$ cat src/rtl/ptmr_pkg.sv
package ptmr_pkg;

    localparam int CNT_W = 8;
    localparam int PRE_W = 8;

    typedef enum logic [1:0] {
        K_STOP  = 2'd0,
        K_DELAY = 2'd1,
        K_EVENT = 2'd2,
        K_PULSE = 2'd3
    } tkind_e;

    typedef struct packed {
        tkind_e     kind;
        logic [2:0] psel;
    } tcfg_t;

    function automatic tcfg_t decode_mode(input logic [3:0] code);
        tcfg_t c;
        c.psel = code[2:0];
        if (code == 4'h0)      c.kind = K_STOP;
        else if (code == 4'h8) c.kind = K_EVENT;
        else if (code[3])      c.kind = K_PULSE;
        else                   c.kind = K_DELAY;
        return c;
    endfunction

    function automatic logic [PRE_W-1:0] prescale_div(input logic [2:0] psel);
        case (psel)
            3'd1:    return PRE_W'(4);
            3'd2:    return PRE_W'(10);
            3'd3:    return PRE_W'(16);
            3'd4:    return PRE_W'(50);
            3'd5:    return PRE_W'(64);
            3'd6:    return PRE_W'(100);
            3'd7:    return PRE_W'(200);
            default: return PRE_W'(4);
        endcase
    endfunction

endpackage

$ cat src/rtl/ptmr_aux_cond.sv
module ptmr_aux_cond #(
    parameter int STABLE_TICKS = 4
) (
    input  logic clk,
    input  logic rst,
    input  logic tick,
    input  logic aux_in,
    input  logic aux_level,
    input  logic pw_mode,
    output logic act,
    output logic event_p,
    output logic irq_src
);
    localparam int SW = $clog2(STABLE_TICKS + 1);

    logic [1:0]    sync_q;
    logic          filt_q;
    logic [SW-1:0] scnt_q;
    logic          act_d_q;

    always_ff @(posedge clk) begin
        if (rst) begin
            sync_q  <= 2'b00;
            filt_q  <= 1'b0;
            scnt_q  <= '0;
            act_d_q <= 1'b1;
        end else begin
            sync_q  <= {sync_q[0], aux_in};
            act_d_q <= act;
            if (tick) begin
                if (sync_q[1] == filt_q) begin
                    scnt_q <= '0;
                end else if (scnt_q == SW'(STABLE_TICKS - 1)) begin
                    filt_q <= sync_q[1];
                    scnt_q <= '0;
                end else begin
                    scnt_q <= scnt_q + SW'(1);
                end
            end
        end
    end

    assign act     = (filt_q == aux_level);
    assign event_p = act & ~act_d_q;
    assign irq_src = pw_mode ? ~filt_q : filt_q;

endmodule

$ cat src/rtl/ptmr_prescaler.sv
module ptmr_prescaler
    import ptmr_pkg::*;
(
    input  logic       clk,
    input  logic       rst,
    input  logic       tick,
    input  logic       run,
    input  logic       clear,
    input  logic [2:0] psel,
    output logic       cpulse
);
    logic [PRE_W-1:0] pcnt_q;
    logic [PRE_W-1:0] last;

    assign last   = prescale_div(psel) - PRE_W'(1);
    assign cpulse = run & tick & (pcnt_q == last);

    always_ff @(posedge clk) begin
        if (rst || clear) begin
            pcnt_q <= '0;
        end else if (run && tick) begin
            pcnt_q <= (pcnt_q == last) ? '0 : pcnt_q + PRE_W'(1);
        end
    end

endmodule

$ cat src/rtl/ptmr_counter.sv
module ptmr_counter #(
    parameter int W = 8
) (
    input  logic         clk,
    input  logic         rst,
    input  logic         cpulse,
    input  logic         data_we,
    input  logic         load_cnt,
    input  logic [W-1:0] wr_data,
    input  logic         force_low,
    output logic [W-1:0] count,
    output logic [W-1:0] dreg,
    output logic         timeout,
    output logic         pin
);
    logic [W-1:0] cnt_q;
    logic [W-1:0] dreg_q;
    logic         wrap;

    assign wrap = cpulse && (cnt_q == W'(1));

    // Counter and data register survive reset by design.
    always_ff @(posedge clk) begin
        if (cpulse) begin
            cnt_q <= wrap ? dreg_q : cnt_q - W'(1);
        end
        if (data_we && load_cnt) begin
            cnt_q <= wr_data;
        end
        if (data_we) begin
            dreg_q <= wr_data;
        end
    end

    always_ff @(posedge clk) begin
        if (rst) begin
            timeout <= 1'b0;
            pin     <= 1'b0;
        end else begin
            timeout <= wrap;
            if (force_low)  pin <= 1'b0;
            else if (wrap)  pin <= ~pin;
        end
    end

    assign count = cnt_q;
    assign dreg  = dreg_q;

endmodule

$ cat src/rtl/ptmr_timer.sv
module ptmr_timer
    import ptmr_pkg::*;
#(
    parameter int W            = CNT_W,
    parameter int STABLE_TICKS = 4
) (
    input  logic         clk,
    input  logic         rst,
    input  logic         tick,
    input  logic         aux_in,
    input  logic         aux_level,
    input  logic         wr_en,
    input  logic         wr_sel,
    input  logic [W-1:0] wr_data,
    input  logic         rd_sel,
    output logic [W-1:0] rd_data,
    output logic         timeout,
    output logic         tout_pin,
    output logic         irq_src
);
    logic [3:0]   ctrl_mode;
    tcfg_t        cfg;
    logic         ctrl_we, data_we, force_low;
    logic         act, event_p, presc_pulse, cpulse, run;
    logic [W-1:0] cnt_q, dreg_q;

    assign ctrl_we   = wr_en && !wr_sel;
    assign data_we   = wr_en &&  wr_sel;
    assign force_low = ctrl_we && wr_data[4];

    always_ff @(posedge clk) begin
        if (rst) begin
            ctrl_mode <= 4'h0;
        end else if (ctrl_we && !wr_data[4]) begin
            ctrl_mode <= wr_data[3:0];
        end
    end

    assign cfg = decode_mode(ctrl_mode);
    assign run = (cfg.kind == K_DELAY) || ((cfg.kind == K_PULSE) && act);

    ptmr_aux_cond #(.STABLE_TICKS(STABLE_TICKS)) u_aux (
        .clk      (clk),
        .rst      (rst),
        .tick     (tick),
        .aux_in   (aux_in),
        .aux_level(aux_level),
        .pw_mode  (cfg.kind == K_PULSE),
        .act      (act),
        .event_p  (event_p),
        .irq_src  (irq_src)
    );

    ptmr_prescaler u_pre (
        .clk   (clk),
        .rst   (rst),
        .tick  (tick),
        .run   (run),
        .clear (cfg.kind == K_STOP || cfg.kind == K_EVENT),
        .psel  (cfg.psel),
        .cpulse(presc_pulse)
    );

    assign cpulse = (cfg.kind == K_EVENT) ? event_p : presc_pulse;

    ptmr_counter #(.W(W)) u_cnt (
        .clk      (clk),
        .rst      (rst),
        .cpulse   (cpulse),
        .data_we  (data_we),
        .load_cnt (cfg.kind == K_STOP),
        .wr_data  (wr_data),
        .force_low(force_low),
        .count    (cnt_q),
        .dreg     (dreg_q),
        .timeout  (timeout),
        .pin      (tout_pin)
    );

    assign rd_data = rd_sel ? cnt_q : {{(W-4){1'b0}}, ctrl_mode};

endmodule

$ cat config.mk
export PLATFORM = sky130hd
export DESIGN_NAME = ptmr_timer
export DESIGN_NICKNAME = d
export VERILOG_FILES = /design/src/rtl/ptmr_pkg.sv /design/src/rtl/ptmr_aux_cond.sv /design/src/rtl/ptmr_prescaler.sv /design/src/rtl/ptmr_counter.sv /design/src/rtl/ptmr_timer.sv
export SDC_FILE = /design/constraint.sdc
export NUM_CORES = 1
export LEC_CHECK = 0
export BUFFER_PORTS_ARGS = -buffer_cell sky130_fd_sc_hd__buf_2
export CORE_MARGIN = 3
export CORE_UTILIZATION = 58
export DETAILED_ROUTE_END_ITERATION = 6
export PLACE_DENSITY = 0.79
export SYNTH_ARGS = -nofsm -noshare
export SYNTH_HDL_FRONTEND = slang
export SYNTH_SLANG_ARGS = --single-unit
$ cat constraint.sdc
create_clock -name clk -period 3.4 [get_ports clk]
set_clock_uncertainty 0.05 [all_clocks]
set_input_delay 0.17 -clock clk [delete_from_list [all_inputs] [get_ports clk]]
set_output_delay 0.17 -clock clk [all_outputs]
set_load 0.005 [all_outputs]
-- Word level (Yosys, flattened, before mapping)
Cells that the tools add are included.
- flip-flop bits (word level): 37
- word-level logic and storage cells: 67
- bits of input ports: 16
- equal/unequal tests: 15
- mux-type cells: 13
- add/subtract/negate cells: 4
- bitwise logic cells: 7
- reduce and logical (&&, ||, !) cells: 18
- operator list (kind ; number):
    one-hot mux 8 bit (6 select lines) ; 1
    two-way mux 8 bit ; 5
    subtractor 8 x 1 -> 8 bit, second input constant ; 2
    equality test 3 bit, second input constant ; 4
    equality test 3 x 2 -> 1 bit, second input constant ; 3
    adder 8 x 1 -> 8 bit, second input constant ; 1
    equality test 8 x 1 -> 1 bit, second input constant ; 1
    equality test 8 bit ; 1
    logical AND 1 bit ; 8
    two-way mux 2 bit ; 3
    two-way mux 3 bit ; 2
    equality test 2 bit, second input constant ; 2
    equality test 4 bit, second input constant ; 1
    logical NOT 4 bit ; 1
    inverter 1 bit ; 4
    adder 3 x 1 -> 3 bit, second input constant ; 1
    AND 1 bit ; 3
    logical OR 1 bit ; 3
    AND reduction 3 bit ; 1
    equality test 1 bit ; 2
    equality test 2 x 1 -> 1 bit, second input constant ; 1
    logical NOT 1 bit ; 2
    logical NOT 2 bit ; 1
    two-way mux 1 bit ; 2
    2 further kinds ; 2

-- Longest topological paths before layout
Gate-level depths: netlist (run 1).
- depth in word-level cells: 13
- depth in mapped cells: 13

-- Cells and area by module
A second synthesis (run 1) with hierarchy kept.
- cell total of the unflattened synthesis: 216
- area, all modules: 2177.1 um^2
- modules (own cells, without submodules) (module ; times used ; sequential area each (um^2) ; cells an instance ; area an instance (um^2)):
    ptmr_counter ; 1 ; 520.5 ; 78 ; 889.6
    ptmr_prescaler ; 1 ; 160.2 ; 74 ; 669.4
    ptmr_timer ; 1 ; 80.1 ; 35 ; 331.6
    ptmr_aux_cond ; 1 ; 140.1 ; 29 ; 286.5

-- Worst setup path before layout (run 1)
OpenSTA, ideal clock, no wires.
- path kind: register to register
- from: register ctrl_mode[1]
- to: register u_cnt.cnt_q[5], in the netlist u_cnt.count[5] (data pin)
- setup time: 0.261 ns
- path buffers: 2
- data required time: 3.089 ns
- data arrival time: 2.612 ns
- path slack: 0.477 ns
- cell stages (with the launch flop): 12
- clock period less this slack: 2.923 ns
- cells stage by stage: dfxtp_1 -> buf_2 -> and3_1 -> nor2_1 -> ha_1 -> buf_2 -> or3b_4 -> o211ai_2 -> a221oi_2 -> a2111oi_4 -> a21boi_2 -> a221o_1
- word-level cells in the longest chain between the ends: 13
- elaborated cells on any way between the ends: 27
- RTL lines (what ; line ; source):
    from (decl) ; ptmr_timer.sv:21 ; logic [3:0] ctrl_mode;
    from (signal assigned) ; ptmr_timer.sv:35 ; ctrl_mode <= wr_data[3:0];
    parallel branches: the longest is 12 deep, another holds subtractor 8 x 1 -> 8 bit ; -- ;
    two-way mux 8 bit (*) ; ptmr_counter.sv:27 ; if (data_we && load_cnt) begin
    to (signal assigned) ; ptmr_counter.sv:25 ; cnt_q <= wrap ? dreg_q : cnt_q - W'(1);
    to (signal assigned) ; ptmr_counter.sv:28 ; cnt_q <= wr_data;
    to (decl) ; ptmr_counter.sv:16 ; logic [W-1:0] cnt_q;
Every way passes the cells marked *. The select of a mux whose other input is x is not followed.
A chain may end at the register's enable or synchronous reset.

-- Worst setup path after layout (run 1)
- from: register ctrl_mode[0]
- to: register u_cnt.cnt_q[4], in the netlist u_cnt.count[4] (data pin)
Same word-level chain as after synthesis.

==> results.cfg, run 1 <==
[outcome]
outcome = finished clean

[power_and_ir_drop]
irDropWorstVdd_mv = 0.2579
p_per_area_mw_per_mm2 = 380.3
leakage_power_uw = 0.0009871
totalPowerFinal_uw = 957.8

[critical_path]
crit_fanout = 11
critPathArrivalTime_ns = 3.10
worst_setup_path_start_kind = flip-flop
worstSetupPathType = reg -> reg
crit_path_end_kind = flip-flop
worst-endpoint-required_ns = 3.39

[synthesis]
complex_gate_fraction_of_the_synthesized_area_pct = 17.63
synth_simple_gate_area_share_pct = 22.73
average_cell_area_after_synthesis_um2 = 9.415
synthXorXnorAreaFrac_pct = 8.072
yosysSeqAreaShare_pct = 39.54
synth_area_mm2 = 0.002278
synth_cell_types = 58
netlist.area_leader.share_pct = 21.09
ys_warn_count = 0
postSynth.topFlopCell = dfxtp_1
synthDominantAreaCellType = edfxtp_1
yosys_register_bits = 37
postSynth.asyncResetShare_pct = 0
fraction_of_the_mapped_netlist_area_in_adder_cells_pct = 2.746
combinational_family_with_the_most_area_after_synthesis = simple AND/OR/NAND/NOR gates
postSynthCellCount = 242
multiplexer_area_fraction_after_synthesis_pct = 3.240
synth.area.top_cells = edfxtp_1 (21%), dfxtp_1 (18%), xor2_1 (5.8%), nand2_1 (3.3%), a21oi_1 (3.1%)
synth_enable_flop_cells = 16
mappedNetlistNets = 263

[sta]
final_critical_path_setup_slack_ns = 0.2973
report.final.hold_viol_count = 0
post-route-min-period_ns = 3.103
rsz_0062_raised_after_global_routing = false
timing.final.max_slew_violations = 0
max-slew-margin-rel_pct = 60.93
timing.setup.tns_ns = 0
tightest_slew_ns = 0.5844
fmax_mhz = 322.3
setup_viol = 0
fin_crit_sh_pct = 91.26

[die]
rows = 22
die_wd_um = 68.68
floorplan.io_pins = 27
design.die.area_mm2 = 0.004716
effective_utilization_at_floorplan_pct = 61.31
die_h_um = 68.68
core_area_mm2 = 0.003716

[global_route]
grt_pass1_vias = 1602
groute.usage.overall_pct = 23.04
grt_antenna_before_repair = 0
grt_start_max_net_pins = 21
wire_length_of_the_first_global_routing_pass_mm = 7.935
overflow = 0

[cts]
cts_tree = done
clock-sinks = 37
cts.repair_timing.setup_buffer_count = 0
h-tree-depth = 2
ctsRootBufferMaster = clkbuf_8
clock_insertion_delay_worst_skew_ns = 0.29
clk_pin_slew_ns = 0.07
ctsResizeCount = 0
cts_hold_buffers = 0
cts-buffers-inserted = 5
maximum_count_of_clock_buffers_along_a_single_path = 2

[placement]
dp_worst_setup_slack_ns = 0.1482
place.gp.congestion = 0.8889
port-buffer-count = 26
hpwl_mm = 3.647

[layout]
post_route_cells_drive_above_1_share_pct = 20.38
final_layout_net_count = 285
most_used_cells_in_the_layout_excluding_fill_and_tap_cells = buf_2 (26), nand2_1 (20), dfxtp_1 (20)
fillerInstances = 317
area_growth_syn_to_layout_pct = 10.54
sequential_cell_area_um2 = 902.1
layout.cells.most_common = buf_2
multi_input_area_mm2 = 0.001240
num_antenna_cells = 0

[drt]
detailedRoute.firstIterationViolations = 113
route.met2.wl_mm = 2.119
total_met3_wirelength_after_detailed_routing_um = 358
drt.antenna.violating_nets = 0
finalWirelength_mm = 4.846
wl_per_cell_um = 15.48
vias = 1839
routed.top_layer = met4
m1WireLength_mm = 2.290
route.detailed.drc = 0
post_drt_via_cell_ratio = 5.875
drt_first_pass_iters = 4

[flow_run]
max_cap_violations = 0

[worst_hold_path]
path_type_of_the_worst_min_delay_path = in -> reg
-- state kept, by name (all words and copies together) (netlist names) --
signal / flops
ctrl_mode: 4
u_aux.act_d_q: 1
u_aux.filt_q: 1
u_aux.scnt_q: 3
u_aux.sync_q: 2
u_cnt.count: 8
u_cnt.dreg: 8
u_cnt.pin: 1
u_cnt.timeout: 1
u_pre.pcnt_q: 8
-- routing by layer --
layer / global-route usage, % / vias to the layer above
met3: 5.835 / 6
met1: 34.25 / 838
met4: 8.189 / 0
met5: 0 / -
li1: - / 935
met2: 31.94 / 60
-- kinds of logic after synthesis --
family | Yosys count
and+or+nand+nor | 90
AOI/OAI and AO/OA | 52
DFF | 37
buffers and inverters | 30
xor gates and xnor gates | 21
muxes | 7
adders and majority gates | 5
-- cell type report --
class	count	share of cell area [%]
Multi-Input combinational cell	175	49.23
Clock inverter	2	0.5464
Inverter	14	2.086
Sequential cell	37	35.82
Clock buffer	6	3.279
Timing Repair Buffer	31	6.657
Tap cell	48	2.384
-- path summary, 6_finish.rpt --
| path | startpoint | to | slack, ns | cells after the start |
|---|---|---|---|---|
| hold reg to reg | u_aux.sync_q[0]$_SDFF_PP0_ | u_aux.sync_q[1]$_SDFF_PP0_ | 0.39 | 1 |
| setup reg to reg | ctrl_mode[0]$_SDFFE_PP0P_ | u_cnt.count[4]$_DFFE_PP_ | 0.30 | 10 |
| hold / removal | wr_data[7] | u_cnt.dreg[7]$_DFFE_PP_ | 0.02 | 1 |
| setup / recovery | ctrl_mode[0]$_SDFFE_PP0P_ | u_cnt.count[4]$_DFFE_PP_ | 0.30 | 10 |
-- worst max-delay path, stage by stage (launching register included) --
cell and delay, ns:
dfxtp_2 0.43, inv_1 0.13, and3_1 0.16, nor2_1 0.09, ha_1 0.34, nor4bb_1 0.35
o31a_1 0.19, a21oi_1 0.08, a2111oi_4 0.48, a21boi_2 0.19, a221o_1 0.36
-- cells in the mapped netlist, drive strengths merged (5+ instances only) --
cell type,count
xor2,15
a221oi,7
clkbuf,8
inv,14
nand3,8
nor2,15
and3,5
nand2,20
ha,5
nor4,10
nor2b,5
nor3,6
a21oi,14
o21ai,7
buf,8
xnor2,6
dfxtp,21
edfxtp,16
-- per-stage QoR --
| stage | area [µm²] | util (%) | hold WS, ns | cells |
|---|---|---|---|---|
| finish | 2519 | 67.78 | 0.01663 | 313 |
| global route | 2519 | 67.78 | 0.006633 | 313 |
| CTS | 2517 | 67.74 | 0.006235 | 313 |
| detailed placement | 2421 | 65.15 | 0.3163 | 305 |
| global placement | 2421 | 65.15 | 0.3129 | 305 |
| floorplan | 2278 | - | 0.2189 | 242 |
-- report_power, final --
group / internal (µW) / switching, µW / leakage, µW
Combinational: 59.2 / 77.4 / 0.000619
Clock: 164 / 157 / 0.0000512
Sequential: 484 / 16.0 / 0.000317
Note: power is estimated with default switching activity, not from simulation.
==> run 2, diff against run 1 <==
--- a/config.mk
+++ b/config.mk
@@ -5,11 +5,12 @@
 export SDC_FILE = /design/constraint.sdc
 export NUM_CORES = 1
 export LEC_CHECK = 0
-export BUFFER_PORTS_ARGS = -buffer_cell sky130_fd_sc_hd__buf_2
+export BUFFER_PORTS_ARGS = -buffer_cell sky130_fd_sc_hd__buf_4
 export CORE_MARGIN = 3
-export CORE_UTILIZATION = 58
+export CORE_UTILIZATION = 62
 export DETAILED_ROUTE_END_ITERATION = 6
-export PLACE_DENSITY = 0.79
+export PLACE_DENSITY = 0.84
+export REMOVE_ABC_BUFFERS = 1
 export SYNTH_ARGS = -nofsm -noshare
 export SYNTH_HDL_FRONTEND = slang
 export SYNTH_SLANG_ARGS = --single-unit
==> constraint.sdc (replaced) <==
create_clock -name clk -period 3.7 [get_ports clk]
set_clock_uncertainty 0.05 [all_clocks]
set_input_delay 0.185 -clock clk [delete_from_list [all_inputs] [get_ports clk]]
set_output_delay 0.185 -clock clk [all_outputs]
set_load 0.005 [all_outputs]
==> run 2 against run 1 <==
  * Design area increased by 2.0%
  * Hold slack improved by 0.017 ns
  * Global-route usage grew 0.45 points
  * Sequential power down 7.8%
  * Clock-buffer cell count is 1 higher
  * Combinational power down 7%
  * Critical path type unchanged
  * Critical endpoint is now u_cnt.count[5]$_DFFE_PP_
==> results.cfg, run 2 (synthesis results as in run 1) <==
[outcome]
outcome = finished clean

[power_and_ir_drop]
p_per_area_mw_per_mm2 = 368.9
totalPowerFinal_uw = 948.0
irDropWorstVdd_mv = 0.2820
leakage_power_uw = 0.0009899

[die]
die_wd_um = 66.62
design.die.area_mm2 = 0.004438
floorplan.io_pins = 27
rows = 21
core_area_mm2 = 0.003442
die_h_um = 66.62
effective_utilization_at_floorplan_pct = 66.19

[layout]
most_used_cells_in_the_layout_excluding_fill_and_tap_cells = buf_4 (27), dfxtp_1 (21), nand2_1 (20)
num_antenna_cells = 0
final-instance-count-excl-fill = 307
layout.cells.most_common = buf_4
sequential_cell_area_um2 = 900.9
area_growth_syn_to_layout_pct = 12.79
multi_input_area_mm2 = 0.001240
final_layout_net_count = 281
post_route_cells_drive_above_1_share_pct = 18.39
fillerInstances = 244

[drt]
finalWirelength_mm = 4.732
route.detailed.drc = 0
drt_first_pass_iters = 4
post_drt_via_cell_ratio = 5.977
wl_per_cell_um = 15.41
detailedRoute.firstIterationViolations = 148
drt.antenna.violating_nets = 0
vias = 1835

[sta]
fmax_mhz = 300.5
rsz_0062_raised_after_global_routing = false
post-route-min-period_ns = 3.327
tightest_slew_ns = 0.6367
fin_crit_sh_pct = 89.93
setup_viol = 0
timing.final.max_slew_violations = 0
hold_slack_ns = 0.03355
report.final.hold_viol_count = 0
timing.setup.tns_ns = 0
max-slew-margin-rel_pct = 57.44

[critical_path]
worstSetupPathType = reg -> reg
crit_fanout = 19
critPathArrivalTime_ns = 3.32
worst-endpoint-required_ns = 3.69
crit_path_end_kind = flip-flop
worst_setup_path_start_kind = flip-flop
r2r_setup_slack_ns = 0.37

[cts]
clock-sinks = 37
clk_pin_slew_ns = 0.07
clock_insertion_delay_worst_skew_ns = 0.29
cts_hold_buffers = 0
maximum_count_of_clock_buffers_along_a_single_path = 2
cts.repair_timing.setup_buffer_count = 0
cts-buffers-inserted = 5
ctsRootBufferMaster = clkbuf_8
cts_tree = done
h-tree-depth = 2
ctsResizeCount = 0

[global_route]
global_route.usage.met2_pct = 33.04
wire_length_of_the_first_global_routing_pass_mm = 7.852
grt_antenna_before_repair = 0
grt_start_max_net_pins = 21
gr-usage-met3_pct = 5.059
groute.usage.overall_pct = 23.49
gr-max-usage-layer = met1
grt_pass1_vias = 1668
overflow = 0
grt_util_met1_pct = 34.82

[placement]
port-buffer-count = 26
dp.cells = 299
hpwl_mm = 3.476
place.gp.congestion = 0.8832

[worst_hold_path]
path_type_of_the_worst_min_delay_path = in -> reg

[flow_run]
max_cap_violations = 0
==> run 2: cell count changes in the layout (fill, tap and decap cells not counted) <==
cell / change
buf_4: +22
dfxtp_1: +1
clkinv_4: -1
bufinv_16: +1
clkbuf_1: +1
dfxtp_2: -1
clkinv_2: -1
buf_2: -26
==> run 2: final timing paths <==
path                              startpoint                         end  cells after the start
setup / recovery   ctrl_mode[2]$_SDFFE_PP0P_    u_cnt.count[5]$_DFFE_PP_                      9
hold / removal                    wr_data[7]     u_cnt.dreg[7]$_DFFE_PP_                      1
setup reg to reg   ctrl_mode[2]$_SDFFE_PP0P_    u_cnt.count[5]$_DFFE_PP_                      9
hold reg to reg   u_aux.sync_q[0]$_SDFF_PP0_  u_aux.sync_q[1]$_SDFF_PP0_                      1
==> run 2: cell type report <==
class	count	area share, %
flip-flops and latches	37	35.05
well taps	46	2.240
repair buffers	27	7.887
multi-input cells	175	48.25
clock inverters	1	1.168
inverters	14	2.045
clock buffers	7	3.359
==> run 2: through the flow <==
step / worst slack, ns / utilization (%) / cell area (µm²)
detailed placement: 0.4163 / 71.28 / 2454
floorplan: 0.6857 / - / 2193
global route: 0.1273 / 74.66 / 2570
finish: 0.3727 / 74.66 / 2570
global placement: 0.5302 / 71.28 / 2454
CTS: 0.4086 / 74.66 / 2570
==> run 2: where the power goes <==
group / total (µW) / switching [µW] / internal, µW
Sequential: 461 / 15.9 / 445
Clock: 360 / 140 / 220
Combinational: 127 / 68.4 / 58.9
==> run 2: worst max-delay path, cell delays in order (launching register included) <==
cell,delay [ns]
dfxtp_1,0.70
xor2_1,0.18
nand2_1,0.11
ha_1,0.35
nor4bb_1,0.34
o31a_1,0.18
a21oi_1,0.08
a2111oi_4,0.53
a21boi_2,0.19
a221o_1,0.36
==> run 2: metal layers <==
metal	up-vias	wire length [µm]	part of all wire, %
met5	-	0	0
met4	0	67	1.4
met3	8	380	8.0
met2	77	2007	42
met1	823	2276	48
li1	927	-	-
==> run 3, diff against run 2 <==
--- a/config.mk
+++ b/config.mk
@@ -9,6 +9,7 @@
 export CORE_MARGIN = 3
 export CORE_UTILIZATION = 62
 export DETAILED_ROUTE_END_ITERATION = 6
+export HOLD_SLACK_MARGIN = 0.15
 export PLACE_DENSITY = 0.84
 export REMOVE_ABC_BUFFERS = 1
 export SYNTH_ARGS = -nofsm -noshare
==> run 3 against run 2 <==
  * Sequential share of layout area decreased by 1.4 points
  * Die area unchanged
  * Cell count increased by 3.6%
  * Largest cell class unchanged
  * Largest power group unchanged
==> results.cfg, run 3 (synthesis results as in run 1) <==
[drt]
wl_per_cell_um = 15.34
detailedRoute.firstIterationViolations = 163
drt_first_pass_iters = 4
post_drt_via_cell_ratio = 5.862
route.detailed.drc = 0
vias = 1864
finalWirelength_mm = 4.877
drt.antenna.violating_nets = 0

[sta]
post-route-min-period_ns = 3.328
timing.final.max_slew_violations = 0
fmax_mhz = 300.5
rsz_0062_raised_after_global_routing = false
setup_viol = 0
tightest_slew_ns = 0.6624
timing.setup.tns_ns = 0
fin_crit_sh_pct = 89.95
max-slew-margin-rel_pct = 55.72
report.final.hold_viol_count = 0

[global_route]
wire_length_of_the_first_global_routing_pass_mm = 8.073
grt_antenna_before_repair = 0
grt_pass1_vias = 1737
grt_start_max_net_pins = 21
overflow = 0
groute.usage.overall_pct = 24.21

[layout]
area_growth_syn_to_layout_pct = 17.63
fillerInstances = 228
final_core_utilization_pct = 77.86
post_route_cells_drive_above_1_share_pct = 17.65
num_antenna_cells = 0
final_layout_net_count = 292
multi_input_area_mm2 = 0.001240
final-instance-count-excl-fill = 318
sequential_cell_area_um2 = 900.9
most_used_cells_in_the_layout_excluding_fill_and_tap_cells = buf_4 (27), dfxtp_1 (21), nand2_1 (20)
layout.cells.most_common = buf_4

[cts]
ctsResizeCount = 0
h-tree-depth = 2
maximum_count_of_clock_buffers_along_a_single_path = 2
clock_insertion_delay_worst_skew_ns = 0.29
ctsRootBufferMaster = clkbuf_8
clock-sinks = 37
clk_pin_slew_ns = 0.07
cts-buffers-inserted = 5
cts_tree = done

[critical_path]
worst-endpoint-required_ns = 3.69
crit_path_end_kind = flip-flop
worst_setup_path_start_kind = flip-flop
critPathArrivalTime_ns = 3.32
crit_fanout = 19
worstSetupPathType = reg -> reg

[die]
die_wd_um = 66.62
rows = 21
floorplan.io_pins = 27
design.die.area_mm2 = 0.004438
core_area_mm2 = 0.003442
effective_utilization_at_floorplan_pct = 66.19
die_h_um = 66.62

[power_and_ir_drop]
p_per_area_mw_per_mm2 = 357.5
leakage_power_uw = 0.001036
irDropWorstVdd_mv = 0.2802

[flow_run]
max_cap_violations = 0

[placement]
dp.cells = 299
place.gp.congestion = 0.8832
hpwl_mm = 3.476
port-buffer-count = 26

[worst_hold_path]
path_type_of_the_worst_min_delay_path = in -> reg

[outcome]
outcome = finished clean
==> run 3: critical path, cell delays in order (launching register included) <==
cell	delay, ns
dfxtp_1	0.70
xor2_1	0.18
nand2_1	0.11
ha_1	0.35
nor4bb_1	0.34
o31a_1	0.18
a21oi_1	0.08
a2111oi_4	0.54
a21boi_2	0.19
a221o_1	0.36
==> run 3: power by group <==
part           internal [µW]  switching, µW
registers                445           15.7
logic                   66.5           70.8
clock network            220            141
total                    731            227
==> run 3: per-stage QoR <==
stage	hold WS [ns]	instance area (µm²)	power, µW	setup WS (ns)
global route	0.1945	2680	995.2	0.1273
detailed placement	0.3263	2454	595.2	0.4163
global placement	0.3221	2454	592.0	0.5302
finish	0.1631	2680	958.1	0.3720
floorplan	0.2041	2193	544.2	0.6857
CTS	0.1653	2680	959.5	0.4086
==> run 3: final timing paths <==
| check | start | slack [ns] | endpoint | cells after the start |
|---|---|---|---|---|
| setup / recovery | ctrl_mode[2]$_SDFFE_PP0P_ | 0.37 | u_cnt.count[5]$_DFFE_PP_ | 9 |
| hold / removal | rst | 0.16 | u_aux.scnt_q[1]$_SDFFE_PP0P_ | 2 |
| setup reg to reg | ctrl_mode[2]$_SDFFE_PP0P_ | 0.37 | u_cnt.count[5]$_DFFE_PP_ | 9 |
| hold reg to reg | u_aux.sync_q[0]$_SDFF_PP0_ | 0.41 | u_aux.sync_q[1]$_SDFF_PP0_ | 1 |
==> run 3: area by class of cell <==
cell class / instances / area share, %
clock inverter: 1 / 1.120
clock buffer: 7 / 3.221
sequential: 37 / 33.61
inverter: 14 / 1.961
tap: 46 / 2.148
timing repair buffer: 38 / 11.67
multi-input combinational: 175 / 46.27
==> run 3: routing by layer <==
| layer | GRT usage, % | up-vias | routed length [µm] |
|---|---|---|---|
| met1 | 35.50 | 841 | 2393 |
| met5 | 0 | - | 0 |
| met4 | 8.883 | 0 | 70 |
| met3 | 4.890 | 8 | 308 |
| li1 | - | 954 | - |
| met2 | 34.90 | 61 | 2105 |
==> run 3: what timing repair did <==
item,4_1_cts,5_1_grt
buffers inserted,0,0
hold buffers,11,0
endpoints found under the hold margin,16,0
